--- config.mk ---
export PLATFORM = sky130hd
export DESIGN_NAME = ecc_err_report
export DESIGN_NICKNAME = d
export VERILOG_FILES = /design/src/rtl/ecc_err_pkg.sv /design/src/rtl/ecc_evt_arb.sv /design/src/rtl/ecc_flag_regs.sv /design/src/rtl/ecc_capture.sv /design/src/rtl/ecc_err_report.sv
export SDC_FILE = /design/constraint.sdc
export NUM_CORES = 1
export LEC_CHECK = 0
export BUFFER_PORTS_ARGS = -buffer_cell sky130_fd_sc_hd__buf_2
export CAP_MARGIN = 25
export CORE_MARGIN = 3
export CORE_UTILIZATION = 45
export DETAILED_ROUTE_END_ITERATION = 8
export PLACE_DENSITY = 0.73
export SYNTH_ARGS = -nofsm -noshare
export SYNTH_HDL_FRONTEND = slang
export SYNTH_SLANG_ARGS = --single-unit
--- constraint.sdc ---
create_clock -name clk -period 1.7 [get_ports clk]
set_input_delay 0.085 -clock clk [delete_from_list [all_inputs] [get_ports clk]]
set_output_delay 0.085 -clock clk [all_outputs]
set_load 0.1 [all_outputs]
--- src/rtl/ecc_err_pkg.sv ---
package ecc_err_pkg;

    // Event indices, in arbitration order (0 = highest priority)
    localparam int NUM_EVT  = 4;
    localparam int EV_RCOR  = 0;
    localparam int EV_FCOR  = 1;
    localparam int EV_RUNC  = 2;
    localparam int EV_FUNC  = 3;

    // Register bit positions of each event in the enable/status byte
    localparam int BIT_RCOR = 5;
    localparam int BIT_FCOR = 4;
    localparam int BIT_RUNC = 1;
    localparam int BIT_FUNC = 0;

    typedef enum logic [2:0] {
        RA_ENABLE = 3'd0,
        RA_STATUS = 3'd1,
        RA_RADDR  = 3'd2,
        RA_RINFO  = 3'd3,
        RA_RDATA  = 3'd4,
        RA_FADDR  = 3'd5,
        RA_FINFO  = 3'd6,
        RA_FDATA  = 3'd7
    } reg_sel_e;

    typedef enum logic {
        IRQ_IDLE = 1'b0,
        IRQ_PEND = 1'b1
    } irq_state_e;

    // Priority-indexed vector -> register byte
    function automatic logic [7:0] to_layout(input logic [NUM_EVT-1:0] v);
        logic [7:0] b;
        b           = '0;
        b[BIT_RCOR] = v[EV_RCOR];
        b[BIT_FCOR] = v[EV_FCOR];
        b[BIT_RUNC] = v[EV_RUNC];
        b[BIT_FUNC] = v[EV_FUNC];
        return b;
    endfunction

    // Register byte -> priority-indexed vector
    function automatic logic [NUM_EVT-1:0] from_layout(input logic [7:0] b);
        logic [NUM_EVT-1:0] v;
        v[EV_RCOR] = b[BIT_RCOR];
        v[EV_FCOR] = b[BIT_FCOR];
        v[EV_RUNC] = b[BIT_RUNC];
        v[EV_FUNC] = b[BIT_FUNC];
        return v;
    endfunction

endpackage

--- src/rtl/ecc_evt_arb.sv ---
module ecc_evt_arb #(
    parameter int N = 4
) (
    input  logic [N-1:0] req,
    output logic [N-1:0] grant
);

    // seen[i] is set when any request below index i is active
    logic [N:0] seen;

    assign seen[0] = 1'b0;

    for (genvar i = 0; i < N; i++) begin : g_rank
        assign seen[i+1] = seen[i] | req[i];
        assign grant[i]  = req[i] & ~seen[i];
    end

endmodule

--- src/rtl/ecc_flag_regs.sv ---
module ecc_flag_regs
    import ecc_err_pkg::*;
#(
    parameter int N = NUM_EVT
) (
    input  logic         clk,
    input  logic         rst_n,
    input  logic         en_we,
    input  logic [N-1:0] en_wdata,
    input  logic [N-1:0] clr,
    input  logic [N-1:0] evt,
    output logic [N-1:0] en_q,
    output logic [N-1:0] flag_q,
    output logic [N-1:0] acc,
    output logic         irq
);

    irq_state_e   st_q, st_d;
    logic [N-1:0] flag_d;

    assign acc = evt & en_q;

    // An accepted event outranks a clear on the same bit
    always_comb begin
        flag_d = (flag_q & ~clr) | acc;
    end

    always_ff @(posedge clk or negedge rst_n) begin
        if (!rst_n) begin
            en_q   <= '0;
            flag_q <= '0;
        end else begin
            if (en_we) begin
                en_q <= en_wdata;
            end
            flag_q <= flag_d;
        end
    end

    // Next-state logic of the interrupt machine
    always_comb begin
        st_d = st_q;
        unique case (st_q)
            IRQ_IDLE: if (|flag_d)        st_d = IRQ_PEND;   // raise
            IRQ_PEND: if (flag_d == '0)   st_d = IRQ_IDLE;   // drop
            default:                      st_d = IRQ_IDLE;
        endcase
    end

    always_ff @(posedge clk or negedge rst_n) begin
        if (!rst_n) begin
            st_q <= IRQ_IDLE;
        end else begin
            st_q <= st_d;
        end
    end

    // Output process
    always_comb begin
        irq = (st_q == IRQ_PEND);
    end

endmodule

--- src/rtl/ecc_capture.sv ---
module ecc_capture #(
    parameter int AW = 32,
    parameter int IW = 20,
    parameter int DW = 32
) (
    input  logic          clk,
    input  logic          rst_n,
    input  logic          take,
    input  logic [AW-1:0] addr_i,
    input  logic [IW-1:0] info_i,
    input  logic [DW-1:0] data_i,
    output logic [AW-1:0] addr_q,
    output logic [IW-1:0] info_q,
    output logic [DW-1:0] data_q
);

    always_ff @(posedge clk or negedge rst_n) begin
        if (!rst_n) begin
            addr_q <= '0;
            info_q <= '0;
            data_q <= '0;
        end else if (take) begin
            addr_q <= addr_i;
            info_q <= info_i;
            data_q <= data_i;
        end
    end

endmodule

--- src/rtl/ecc_err_report.sv ---
module ecc_err_report
    import ecc_err_pkg::*;
#(
    parameter int ADDR_W = 32,
    parameter int DATA_W = 32,
    parameter int ATTR_W = 8,
    parameter int MSTR_W = 4,
    parameter int SYN_W  = 8,
    parameter int RW     = 32
) (
    input  logic              clk,
    input  logic              rst_n,
    input  logic              reg_wr,
    input  logic [2:0]        reg_addr,
    input  logic [7:0]        reg_wdata,
    output logic [RW-1:0]     reg_rdata,
    input  logic              ram_cor,
    input  logic              ram_unc,
    input  logic [ADDR_W-1:0] ram_addr,
    input  logic [ATTR_W-1:0] ram_attr,
    input  logic [MSTR_W-1:0] ram_mstr,
    input  logic [SYN_W-1:0]  ram_syn,
    input  logic [DATA_W-1:0] ram_data,
    input  logic              fl_cor,
    input  logic              fl_unc,
    input  logic [ADDR_W-1:0] fl_addr,
    input  logic [ATTR_W-1:0] fl_attr,
    input  logic [MSTR_W-1:0] fl_mstr,
    input  logic [DATA_W-1:0] fl_data,
    output logic              irq
);

    localparam int RINFO_W = SYN_W + MSTR_W + ATTR_W;
    localparam int FINFO_W = MSTR_W + ATTR_W;

    reg_sel_e           sel;
    logic               en_we;
    logic               st_we;
    logic [NUM_EVT-1:0] wr_vec;
    logic [NUM_EVT-1:0] clr_vec;
    logic [NUM_EVT-1:0] evt_vec;
    logic [NUM_EVT-1:0] en_vec;
    logic [NUM_EVT-1:0] flag_vec;
    logic [NUM_EVT-1:0] acc_vec;
    logic [NUM_EVT-1:0] grant;
    logic               ram_take;
    logic               fl_take;

    logic [ADDR_W-1:0]  ram_addr_q;
    logic [RINFO_W-1:0] ram_info_q;
    logic [DATA_W-1:0]  ram_data_q;
    logic [ADDR_W-1:0]  fl_addr_q;
    logic [FINFO_W-1:0] fl_info_q;
    logic [DATA_W-1:0]  fl_data_q;

    assign sel     = reg_sel_e'(reg_addr);
    assign en_we   = reg_wr && (sel == RA_ENABLE);
    assign st_we   = reg_wr && (sel == RA_STATUS);
    assign wr_vec  = from_layout(reg_wdata);
    assign clr_vec = st_we ? wr_vec : '0;

    always_comb begin
        evt_vec          = '0;
        evt_vec[EV_RCOR] = ram_cor;
        evt_vec[EV_FCOR] = fl_cor;
        evt_vec[EV_RUNC] = ram_unc;
        evt_vec[EV_FUNC] = fl_unc;
    end

    ecc_flag_regs #(
        .N (NUM_EVT)
    ) u_flags (
        .clk      (clk),
        .rst_n    (rst_n),
        .en_we    (en_we),
        .en_wdata (wr_vec),
        .clr      (clr_vec),
        .evt      (evt_vec),
        .en_q     (en_vec),
        .flag_q   (flag_vec),
        .acc      (acc_vec),
        .irq      (irq)
    );

    // Only enabled events compete for the capture banks
    ecc_evt_arb #(
        .N (NUM_EVT)
    ) u_arb (
        .req   (acc_vec),
        .grant (grant)
    );

    assign ram_take = grant[EV_RCOR] | grant[EV_RUNC];
    assign fl_take  = grant[EV_FCOR] | grant[EV_FUNC];

    ecc_capture #(
        .AW (ADDR_W),
        .IW (RINFO_W),
        .DW (DATA_W)
    ) u_ram_cap (
        .clk    (clk),
        .rst_n  (rst_n),
        .take   (ram_take),
        .addr_i (ram_addr),
        .info_i ({ram_syn, ram_mstr, ram_attr}),
        .data_i (ram_data),
        .addr_q (ram_addr_q),
        .info_q (ram_info_q),
        .data_q (ram_data_q)
    );

    ecc_capture #(
        .AW (ADDR_W),
        .IW (FINFO_W),
        .DW (DATA_W)
    ) u_fl_cap (
        .clk    (clk),
        .rst_n  (rst_n),
        .take   (fl_take),
        .addr_i (fl_addr),
        .info_i ({fl_mstr, fl_attr}),
        .data_i (fl_data),
        .addr_q (fl_addr_q),
        .info_q (fl_info_q),
        .data_q (fl_data_q)
    );

    always_comb begin
        reg_rdata = '0;
        unique case (sel)
            RA_ENABLE: reg_rdata = RW'(to_layout(en_vec));
            RA_STATUS: reg_rdata = RW'(to_layout(flag_vec));
            RA_RADDR:  reg_rdata = RW'(ram_addr_q);
            RA_RINFO:  reg_rdata = RW'(ram_info_q);
            RA_RDATA:  reg_rdata = RW'(ram_data_q);
            RA_FADDR:  reg_rdata = RW'(fl_addr_q);
            RA_FINFO:  reg_rdata = RW'(fl_info_q);
            RA_FDATA:  reg_rdata = RW'(fl_data_q);
            default:   reg_rdata = '0;
        endcase
    end

endmodule

==> metrics.cfg, run 1 <==
[cts]
cts_tree=yes
h-tree-depth=4
clkSinkCount=169
clockBufferDepth=2
cts.clk_slew.worst_paths_ns=0.07
cts_made_buffers=17
clk_latency_ns=0.42
cts_root_buf=clkbuf_16

[detailed_routing]
drtPass1Iterations=5
num_vias=6446
vias_per_cell=5.341
drt-initial-drc-count=309
wl_per_cell_um=22.12
drcViolationCount=0
postRouteAntennaNets=0
drt_wl_total_mm=26.70

[grt]
grt_usage=0.2847
antenna_found_initial=0
grt_first_pass_wirelength_mm=40.03
grt_pass1_vias=7352
grt_max_degree=55
grt.overflow.total=0

[finish]
fin_area_um2=13000
drive_above_1_share=0.5410
synthToLayoutAreaGrowth_pct=69.97
stdcell_count=1207
diodes=0
layout.nets=1152
nFillCells=949
final_core_util=0.7837

[floorplanning]
die_area_um2=18590
rows=47
ios=211
core_um2=16580
start_util=0.4611
fp.dieH_um=136.4
die_w_um=136.4

[timing]
fin_setup_tns_ns=-9.786
max_slew_margin=0.5896
skew_ns=0.006902
slew_viol_final=0
fin_crit_ns=1.938
hold_viol_final=0
worstMarginPinSlew_ns=0.6140
holdWs_ns=0.1166
fin_crit_sh=1.140
setup_ws_ns=-0.2378
setup_viol=83
max_freq_ghz=0.5161
rsz0062_at_grt=true

[synthesis]
synth_nets=724
yosysSeqAreaShare=0.5531
netlist.area_leader.share=0.5531
synth_area_um2=7646
syn_avg_cell_area_um2=14.00
synth-seq-cells=169
synth_top_cell_by_area=dfrtp_1
synthTopCellsByArea=dfrtp_1 55%, mux2_2 25%, mux2i_1 4.7%
yosysUniqueCellTypes=30
yosysWarningCount=0
syn_inst=546

[setup_path]
rrSetupSlack_ns=-0.19
rr_worst_depth=7
crit_start=u_flags.en_q[2]
crit_path_start_kind=flip-flop
crit_fanout=2
required_ns=1.62
crit-reg2reg-launch=u_flags.en_q[2]
endpoint_kind=primary output
r2r_end=u_fl_cap.info_q[10]
worst_ep_arrival_time_ns=1.85
crit_type=reg2out

[pwr]
p_leak_uw=0.005952
ir_drop_mv=0.8589
power.density_cell_area_nw_per_um2=1421

[hold_path]
min_to=u_flags.flag_q[3]
hp-class=in2reg
min_from=fl_unc
holdPathStages=3

[outcome]
violations=setup timing
status=complete, but fails checks

[placed_design]
io_buffers=206
post-place-cells=971
place_congestion=0.8144
hpwl_mm=14.93
placed_area_um2=9802

[flow_run]
cap_violations=0

==> cell usage in the layout (no fill, tap or decap), drive strengths merged, types with 5 or more instances in the layout <==
cell type	n
nor2	9
a221o	6
dlygate4sd3	168
clkbuf	21
o21ai	31
mux2	172
nand2	31
mux2i	36
inv	5
dfrtp	169
buf	277
clkinv	6
mux4	8
a22o	24
==> synthesized netlist by cell type <==
library cell	n
nor3_1	2
nor2_1	9
a21oi_1	2
dfrtp_1	169
o21ai_0	31
or4_1	1
clkbuf_1	8
and4bb_2	1
a21oi_2	1
inv_1	1
nand3b_1	2
a22o_1	24
mux2i_1	36
buf_2	18
buf_1	4
nor2b_1	1
and2_1	1
nor4b_2	1
a31oi_1	2
nand2_1	31
mux2_2	172
nand2b_1	2
o22ai_1	1
nand3_1	2
a221o_1	6
a211oi_1	1
buf_6	4
mux4_2	8
buf_4	4
a32o_1	1
==> cell families after synthesis <==
family	share of synthesized area
muxes	0.3240
and+or+nand+nor	0.03207
buffers and inverters	0.02798
AOI/OAI and AO/OA	0.06284
DFF	0.5531
==> sequential cells by signal (all words and copies together) (netlist names) <==
name,flops
u_ram_cap.addr_q,32
u_flags.flag_q,4
u_fl_cap.data_q,32
u_fl_cap.addr_q,32
u_ram_cap.data_q,32
u_fl_cap.info_q,12
u_flags.en_q,4
u_ram_cap.info_q,20
u_flags.irq,1
==> cell type report <==
class	instances	area, um^2	area share
clock buffer	19	442.9	0.03408
clock inverter	13	117.6	0.009050
inverter	1	3.754	0.0002888
multi-input combinational	338	3787	0.2914
sequential	169	4229	0.3254
tap	220	275.3	0.02118
timing repair buffer	447	4140	0.3186
==> worst max-delay path by stage <==
stage	end	slack, ns
2_1_floorplan	reg_rdata[31]	-0.21
3_3_place_gp	u_fl_cap.data_q[20]	0.002
3_5_place_dp	u_fl_cap.addr_q[17]	-0.05
4_1_cts	reg_rdata[1]	-0.25
5_1_grt	reg_rdata[1]	-0.29
6_report	reg_rdata[1]	-0.24
==> critical path: stages, from the launching register on <==
cell	delay [ns]
dfrtp_1	0.40
buf_6	0.12
mux4_2	0.44
mux2_4	0.30
buf_12	0.17
==> power breakdown <==
| group | switching, uW | internal, uW | leakage [uW] |
|---|---|---|---|
| combinational | 3800 | 4430 | 0.00371 |
| clock | 1660 | 2070 | 0.000274 |
| sequential | 948 | 5570 | 0.00197 |
==> timing repair <==
item | CTS | global route
endpoints found under the setup margin | 90 | 115
pin swaps | 2 | 3
resized for setup | 123 | 11
cloned | 9 | 2
hold buffers | 168 | 0
setup buffers | 16 | 14
hold endpoints to repair | 218 | 0
==> stage by stage <==
step | setup slack, ns | total power, uW
final | -0.2378 | 18470
after global routing | -0.2929 | 19160
after CTS | -0.2489 | 18140
after detailed placement | -0.04980 | 12660
after global placement | 0.002144 | 12310
after floorplan | -0.2142 | 10650
==> metal layers <==
metal | up-vias | routed length, um | track usage
met3 | 56 | 1495 | 0.06995
met1 | 3279 | 10320 | 0.3278
met4 | 0 | 691 | 0.09518
met5 | - | 0 | 0
li1 | 2850 | - | -
met2 | 261 | 14200 | 0.5168
Note: power is estimated with default switching activity, not from simulation.
==> run 2: changes to the inputs <==
--- a/config.mk
+++ b/config.mk
@@ -8,9 +8,10 @@
 export BUFFER_PORTS_ARGS = -buffer_cell sky130_fd_sc_hd__buf_2
 export CAP_MARGIN = 25
 export CORE_MARGIN = 3
-export CORE_UTILIZATION = 45
+export CORE_UTILIZATION = 41
 export DETAILED_ROUTE_END_ITERATION = 8
-export PLACE_DENSITY = 0.73
+export HOLD_SLACK_MARGIN = 0.12
+export PLACE_DENSITY = 0.68
 export SYNTH_ARGS = -nofsm -noshare
 export SYNTH_HDL_FRONTEND = slang
 export SYNTH_SLANG_ARGS = --single-unit
==> metrics.cfg, run 2 (synthesis results as in run 1) <==
[detailed_routing]
wl_met2_mm=13.42
vias_per_cell=5.290
wl_per_cell_um=21.88
postRouteAntennaNets=0
drtPass1Iterations=4
met3_length_mm=1.260
drcViolationCount=0
drt-met1-wl_mm=10.85
drt-initial-drc-count=305
top_layer_used=met4
num_vias=6380
drt_wl_total_mm=26.39

[placed_design]
hpwl_mm=14.54
placed_area_um2=9796
preCtsSetupSlack_ns=-0.07439
place_congestion=0.8358
io_buffers=206

[cts]
cts_root_buf=clkbuf_16
h-tree-depth=4
cts.clk_slew.worst_paths_ns=0.07
clkSinkCount=169
cts_tree=yes
clockBufferDepth=2
cts_made_buffers=17
clk_latency_ns=0.42

[finish]
synthToLayoutAreaGrowth_pct=69.81
nFillCells=1146
drive_above_1_share=0.5374
fin_area_um2=12980
layout_commonest_cell=buf_2
layout.nets=1142
diodes=0
layout_common_cells=172 x buf_2, 169 x dlygate4sd3_1, 169 x dfrtp_1

[floorplanning]
die_w_um=142.6
fp.dieH_um=142.6
core_um2=18150
die_area_um2=20320
rows=49
start_util=0.4213
ios=211

[timing]
max_freq_ghz=0.5127
worstMarginPinSlew_ns=0.5904
slew_viol_final=0
fin_crit_sh=1.147
skew_ns=0.01330
rsz0062_at_grt=true
setup_viol=112
setup_ws_ns=-0.2506
fin_crit_ns=1.951
max_slew_margin=0.6054
hold_viol_final=0

[outcome]
violations=setup timing
status=complete, but fails checks

[setup_path]
crit_fanout=2
endpoint_kind=primary output
crit_type=reg2out
crit_path_start_kind=flip-flop
required_ns=1.62
worst_ep_arrival_time_ns=1.87

[pwr]
power.density_cell_area_nw_per_um2=1426
ir_drop_mv=0.9350
p_leak_uw=0.005925

[grt]
grt_pass1_vias=7117
grt_first_pass_wirelength_mm=38.80
grt.overflow.total=0
grt_max_degree=53
antenna_found_initial=0
grt_usage=0.2464

[flow_run]
cap_violations=0

[hold_path]
hp-class=in2async

==> run 2: timing repair <==
| item | in CTS | in global routing |
|---|---|---|
| resized for setup | 90 | 59 |
| buffers inserted | 13 | 10 |
| pin swaps | 4 | 2 |
| setup endpoints to repair | 63 | 144 |
| hold buffers | 169 | 0 |
| hold endpoints to repair | 338 | 0 |
| cloned | 7 | 7 |
==> run 2: power breakdown <==
group / internal, uW / leakage (uW) / switching (uW)
clock network: 2330 / 0.000286 / 1600
logic: 4320 / 0.00367 / 3770
registers: 5570 / 0.00197 / 916
==> run 2: layout make-up <==
class / count / area (um^2) / area share
well taps: 229 / 286.5 / 0.02207
clock buffers: 23 / 488.0 / 0.03758
flip-flops and latches: 169 / 4229 / 0.3257
clock inverters: 9 / 113.9 / 0.008769
repair buffers: 437 / 4051 / 0.3120
multi-input cells: 338 / 3811 / 0.2935
inverters: 1 / 3.754 / 0.0002891
==> run 2: layer usage <==
| layer | vias up | global-route usage |
|---|---|---|
| met5 | - | 0 |
| met1 | 3261 | 0.3052 |
| met4 | 0 | 0.08604 |
| li1 | 2834 | - |
| met3 | 55 | 0.05477 |
| met2 | 230 | 0.4258 |
==> run 2: stage by stage <==
step	power [uW]	hold slack, ns	utilization	setup TNS (ns)	cells
after global routing	19250	0.1848	0.7155	-21.58	1206
after floorplan	10650	-0.2106	-	-0.8326	546
after CTS	17890	0.1208	0.7004	-10.35	1196
after global placement	12330	0.04844	0.5398	-2.251	976
after detailed placement	12640	0.05657	0.5398	-3.050	976
final	18510	0.1790	0.7155	-16.79	1206
==> run 2: path summary, 6_finish.rpt <==
path | from | end | slack [ns] | depth (start not counted)
max in group asynchronous | rst_n | u_fl_cap.addr_q[13] | 0.88 | 3
worst max register to register | u_flags.en_q[2] | u_fl_cap.data_q[26] | -0.25 | 8
worst min register to register | u_ram_cap.info_q[1] | u_ram_cap.info_q[1] | 0.50 | 1
worst max-delay path | u_flags.en_q[0] | reg_rdata[5] | -0.25 | 4
worst min-delay path | rst_n | u_fl_cap.addr_q[6] | 0.18 | 2
min in group clk | fl_unc | u_flags.irq | 0.20 | 4
==> run 2: worst max-delay path, cell delays in order, from the launching register on <==
cell and delay (ns):
dfrtp_1 0.39, buf_6 0.12, mux4_2 0.45, mux2_4 0.31, buf_12 0.17
